## src/rtl/sync_slave_tx.sv

```systemverilog
module sync_slave_tx #(
  parameter int DATA_W = 8
) (
  input  logic              clk,
  input  logic              rst_n,
  input  logic              ext_sck,
  input  logic              clk_src_int,
  input  logic              sync_mode,
  input  logic              port_en,
  input  logic              rx_cont_en,
  input  logic              rx_single_en,
  input  logic              tx_en,
  input  logic              nine_bit_mode,
  input  logic              bit9_val,
  input  logic              int_en,
  input  logic              wr_stb,
  input  logic [DATA_W-1:0] wr_data,
  output logic              sdo,
  output logic              buf_empty,
  output logic              shift_empty,
  output logic              irq
);
  localparam int FW = DATA_W + 1;
  localparam int CW = $clog2(FW + 1);

  logic active;
  logic sck_s1, sck_s2, sck_d;
  logic fall;
  logic [FW-1:0] hold_q, sh_q;
  logic [CW-1:0] hold_len, bits_left;
  logic hold_full, sh_full;
  logic frame_end, load;

  assign active    = port_en & sync_mode & ~clk_src_int & tx_en & ~rx_cont_en & ~rx_single_en;
  assign fall      = sck_d & ~sck_s2;
  assign frame_end = sh_full & fall & (bits_left == CW'(1));
  assign load      = hold_full & (~sh_full | frame_end);

  always_ff @(posedge clk or negedge rst_n) begin
    if (!rst_n) begin
      sck_s1 <= 1'b0;
      sck_s2 <= 1'b0;
      sck_d  <= 1'b0;
    end else begin
      sck_s1 <= ext_sck;
      sck_s2 <= sck_s1;
      sck_d  <= sck_s2;
    end
  end

  always_ff @(posedge clk or negedge rst_n) begin
    if (!rst_n) begin
      hold_q    <= '0;
      hold_len  <= '0;
      hold_full <= 1'b0;
      sh_q      <= '0;
      bits_left <= '0;
      sh_full   <= 1'b0;
    end else if (!active) begin
      hold_full <= 1'b0;
      sh_full   <= 1'b0;
      bits_left <= '0;
    end else begin
      if (load) begin
        sh_q      <= hold_q;
        bits_left <= hold_len;
        sh_full   <= 1'b1;
      end else if (frame_end) begin
        sh_full   <= 1'b0;
        bits_left <= '0;
      end else if (sh_full && fall) begin
        sh_q      <= sh_q >> 1;
        bits_left <= bits_left - CW'(1);
      end

      if (wr_stb) begin
        hold_full <= 1'b1;
        hold_q    <= {bit9_val & nine_bit_mode, wr_data};
        hold_len  <= nine_bit_mode ? CW'(FW) : CW'(DATA_W);
      end else if (load) begin
        hold_full <= 1'b0;
      end
    end
  end

  assign sdo         = sh_full ? sh_q[0] : 1'b1;
  assign shift_empty = ~sh_full;
  assign buf_empty   = active & ~hold_full;
  assign irq         = int_en & buf_empty;
endmodule

```

## config.mk

```make
export PLATFORM = sky130hd
export DESIGN_NAME = sync_slave_tx
export DESIGN_NICKNAME = d
export VERILOG_FILES = /design/src/rtl/sync_slave_tx.sv
export SDC_FILE = /design/constraint.sdc
export NUM_CORES = 1
export LEC_CHECK = 0
export BUFFER_PORTS_ARGS = -buffer_cell sky130_fd_sc_hd__buf_2
export CORE_ASPECT_RATIO = 1.2
export CORE_MARGIN = 3
export CORE_UTILIZATION = 50
export CTS_BUF_LIST = sky130_fd_sc_hd__clkbuf_4
export DETAILED_ROUTE_END_ITERATION = 8
export PLACE_DENSITY_LB_ADDON = 0.2
export SYNTH_ARGS = -nofsm -noshare
export SYNTH_HDL_FRONTEND = slang
export SYNTH_SLANG_ARGS = --single-unit
```

## constraint.sdc

```tcl
create_clock -name clk -period 5.2 [get_ports clk]
set_input_delay 0.26 -clock clk [delete_from_list [all_inputs] [get_ports clk]]
set_output_delay 0.26 -clock clk [all_outputs]
set_load 0.02 [all_outputs]
```

==> impl_metrics.xml <==
<?xml version="1.0" encoding="UTF-8"?>
<metrics>
  <group name="cts">
    <metric name="worst_skew_pair.late_latency" unit="ns">0.32</metric>
    <metric name="h_tree_level_count" unit="">2</metric>
    <metric name="cts-buffers-inserted" unit="">5</metric>
    <metric name="postCtsSetupRepairBufs" unit="">0</metric>
    <metric name="clock_sink_count" unit="">29</metric>
    <metric name="root_buffer" unit="">sky130_fd_sc_hd__clkbuf_4</metric>
    <metric name="clock_tree_from_tritoncts" unit="">built</metric>
    <metric name="worst_setup_hold_path_clk_slew" unit="ns">0.08</metric>
    <metric name="clock_tree.buffer_depth" unit="">2</metric>
  </group>
  <group name="drt">
    <metric name="drc_errors" unit="">0</metric>
    <metric name="vias_per_cell" unit="">5.51</metric>
    <metric name="route.final.wire_length" unit="microns">2630</metric>
    <metric name="routed_wire_length_per_instance" unit="microns">14.7</metric>
    <metric name="detail-route-antenna-nets" unit="">0</metric>
    <metric name="drt_first_iter_violations" unit="">7</metric>
    <metric name="routed-via-count" unit="">987</metric>
    <metric name="drtPass1Iterations" unit="">6</metric>
  </group>
  <group name="timing">
    <metric name="slew_headroom" unit="">0.574</metric>
    <metric name="final.setup.tns" unit="ns">0</metric>
    <metric name="maxSlewViolCount" unit="">0</metric>
    <metric name="timing.final.setup_violations" unit="">0</metric>
    <metric name="slew_at_the_pin_closest_to_its_max_slew_limit" unit="ns">0.639</metric>
    <metric name="final-hold-violation-count" unit="">0</metric>
    <metric name="worst_clock_skew" unit="ns">0.00596</metric>
    <metric name="final.period_utilization" unit="">0.404</metric>
    <metric name="worst_slack" unit="ns">3.10</metric>
    <metric name="rsz0062_at_grt" unit="">false</metric>
    <metric name="highest_clock_frequency_the_design_can_meet" unit="MHz">476</metric>
    <metric name="finalCriticalPeriod" unit="ns">2.10</metric>
  </group>
  <group name="final_layout">
    <metric name="area_of_the_multi_input_gates" unit="sq um">629</metric>
    <metric name="synthToLayoutAreaGrowth" unit="%">14.2</metric>
    <metric name="mostFrequentLayoutCells" unit="">sky130_fd_sc_hd__dfrtp_1, sky130_fd_sc_hd__buf_2, sky130_fd_sc_hd__mux2_2</metric>
    <metric name="design_area" unit="sq um">1610</metric>
    <metric name="seqCellArea" unit="sq um">726</metric>
    <metric name="num-nets-final" unit="">168</metric>
    <metric name="fillCellCount" unit="">243</metric>
    <metric name="proportion_of_layout_cells_with_a_drive_suffix_above_1" unit="">0.384</metric>
    <metric name="n_antenna_cell" unit="">0</metric>
    <metric name="layout.cells.most_common" unit="">sky130_fd_sc_hd__dfrtp_1</metric>
  </group>
  <group name="logic_synthesis">
    <metric name="async_flop_share" unit="">1.00</metric>
    <metric name="count_of_different_cell_masters_after_synthesis" unit="">37</metric>
    <metric name="postSynthAreaPerCell" unit="sq um">12.2</metric>
    <metric name="synth_area_leader_cell" unit="">sky130_fd_sc_hd__dfrtp_1</metric>
    <metric name="count_of_flip_flops_with_a_built_in_enable_after_synthesis" unit="">0</metric>
    <metric name="yosysWarningCount" unit="">0</metric>
    <metric name="syn-num-nets" unit="">139</metric>
    <metric name="ys_seq_area_frac" unit="">0.515</metric>
    <metric name="post_synth_inst_count" unit="">116</metric>
    <metric name="synth.cell_area" unit="sq um">1410</metric>
    <metric name="synth-main-ff-cell" unit="">sky130_fd_sc_hd__dfrtp_1</metric>
    <metric name="ys_top_cells_by_area" unit="">sky130_fd_sc_hd__dfrtp_1, sky130_fd_sc_hd__mux2_2, sky130_fd_sc_hd__inv_1, sky130_fd_sc_hd__nand2_1, sky130_fd_sc_hd__o221ai_4</metric>
    <metric name="synth_seq_cells" unit="">29</metric>
    <metric name="yosys.area.top_type_share" unit="">0.515</metric>
  </group>
  <group name="worst_setup_path">
    <metric name="cp-start-kind" unit="">flip-flop</metric>
    <metric name="path_buf_inv" unit="">2</metric>
    <metric name="cp_cell_sequence" unit="">inv_1 &gt; ha_1 &gt; and4bb_1 &gt; a31oi_1 &gt; buf_4 &gt; mux2_2 &gt; mux2_1</metric>
    <metric name="critical-path-max-stage-delay" unit="ns">0.40</metric>
    <metric name="worstPathMaxFanout" unit="">11</metric>
    <metric name="cp.arrival" unit="ns">2.31</metric>
    <metric name="worst-endpoint-required" unit="ns">5.41</metric>
    <metric name="kind_of_cell_adding_the_most_delay_to_the_critical_path" unit="">multiplexers</metric>
    <metric name="critPathCaptureType" unit="">flip-flop</metric>
    <metric name="cp_slowest_cell" unit="">sky130_fd_sc_hd__dfrtp_1</metric>
    <metric name="criticalPathCategory" unit="">flip-flop to flip-flop</metric>
  </group>
  <group name="floorplan">
    <metric name="die_x" unit="microns">54.5</metric>
    <metric name="die-height" unit="microns">64.2</metric>
    <metric name="coreArea" unit="sq um">2600</metric>
    <metric name="floorplan.die_area" unit="sq um">3500</metric>
    <metric name="start_util" unit="">0.542</metric>
    <metric name="placement_rows" unit="">20</metric>
    <metric name="num_io_pins" unit="">25</metric>
  </group>
  <group name="pwr">
    <metric name="total_power" unit="mW">0.390</metric>
    <metric name="max-vdd-ir-drop" unit="mV">0.213</metric>
    <metric name="power_density" unit="nW/um^2">242</metric>
    <metric name="power_leakage" unit="nW">0.801</metric>
  </group>
  <group name="global_routing">
    <metric name="routing_usage_on_met3" unit="">0.0583</metric>
    <metric name="globalRouteTotalUtil" unit="">0.182</metric>
    <metric name="antenna_violations_before_repair" unit="">0</metric>
    <metric name="groute.layer.met2.usage" unit="">0.296</metric>
    <metric name="first_global_vias" unit="">1054</metric>
    <metric name="grt_first_pass_wirelength" unit="microns">4550</metric>
    <metric name="met1_usage" unit="">0.199</metric>
    <metric name="grt_most_used_layer" unit="">met2</metric>
    <metric name="grt_overflow" unit="">0</metric>
    <metric name="grt_start_max_net_pins" unit="">30</metric>
  </group>
  <group name="placed_design">
    <metric name="placement.io_buffers" unit="">24</metric>
    <metric name="dp_hpwl" unit="microns">1980</metric>
    <metric name="pre_cts_slack" unit="ns">3.11</metric>
    <metric name="place_congestion" unit="">0.888</metric>
    <metric name="placed_cell_area" unit="sq um">1550</metric>
  </group>
  <group name="run">
    <metric name="cap_violations" unit="">0</metric>
  </group>
  <group name="run_status">
    <metric name="status" unit="">finished clean</metric>
  </group>
  <group name="worst_hold_path">
    <metric name="hold_path.class" unit="">input pin to flip-flop</metric>
  </group>
</metrics>
[metrics by stage]
stage	cells	hold WS, ns	util
4_1_cts	179	0.0242	0.619
3_5_place_dp	170	0.314	0.596
6_report	179	0.0418	0.619
5_1_grt	179	0.0206	0.619
3_3_place_gp	170	0.322	0.596
2_1_floorplan	116	-0.0356	-
[Yosys cell counts (all sizes together), types with 2 or more instances]
| cell type | count |
|---|---|
| a21oi | 4 |
| a31oi | 2 |
| buf | 4 |
| dfrtp | 29 |
| ha | 2 |
| inv | 7 |
| mux2 | 24 |
| mux2i | 2 |
| nand2 | 7 |
| nand2b | 2 |
| nand3 | 4 |
| nor2 | 6 |
| nor3 | 2 |
| o21ai | 2 |
[logic make-up (layout without fill, tap and decap cells)]
logic type      count (synthesis)  in the layout  synth area share
compound gates                 13             13            0.0737
flops                          29             29             0.515
xor+xnor                        1              1           0.00621
buf+inv                        11             41            0.0390
mux                            26             26             0.206
simple gates                   34             34             0.143
fa+ha+maj                       2              2            0.0177
[power by group]
part           leakage [nW]  total, mW  internal (mW)  switching [mW]
combinational         0.390     0.0251         0.0144          0.0107
sequential            0.381      0.242          0.236         0.00585
clock                0.0300      0.122         0.0487          0.0737
total                 0.801      0.390          0.300          0.0903
[layout make-up]
class / instances / area share
clock inverters: 3 / 0.00777
flip-flops and latches: 29 / 0.451
inverters: 7 / 0.0163
multi-input cells: 76 / 0.391
clock buffers: 5 / 0.0233
repair buffers: 26 / 0.0855
well taps: 33 / 0.0256
[path summary, 6_finish.rpt]
kind / startpoint / to / slack [ns] / cells after the start
min: ext_sck / sck_s1 / 0.04 / 1
max in group asynchronous: rst_n / sh_q[6] / 4.29 / 2
max: bits_left[1] / sh_q[1] / 3.10 / 7
max reg2reg: bits_left[1] / sh_q[1] / 3.10 / 7
min in group asynchronous: rst_n / sh_q[2] / 0.49 / 2
min reg2reg: sck_s1 / sck_s2 / 0.35 / 0
[metal layers]
layer | up-vias | share of wire
li1 | 472 | -
met1 | 464 | 0.39
met2 | 39 | 0.51
met3 | 12 | 0.056
met4 | 0 | 0.036
met5 | - | 0
[sequential cells by signal, indices dropped and copies added (netlist names)]
signal and flops:
hold_full 1, hold_len 2, hold_q 9, sck_s2 1
sck_s1 1, sck_d 1, sh_q 9, sh_full 1
bits_left 4
[what timing repair did]
action                    4_1_cts  5_1_grt
gates resized for setup         0        0
hold buffers                    1        0
hold endpoints to repair       29        0
Power figures use the tool's default switching activity.
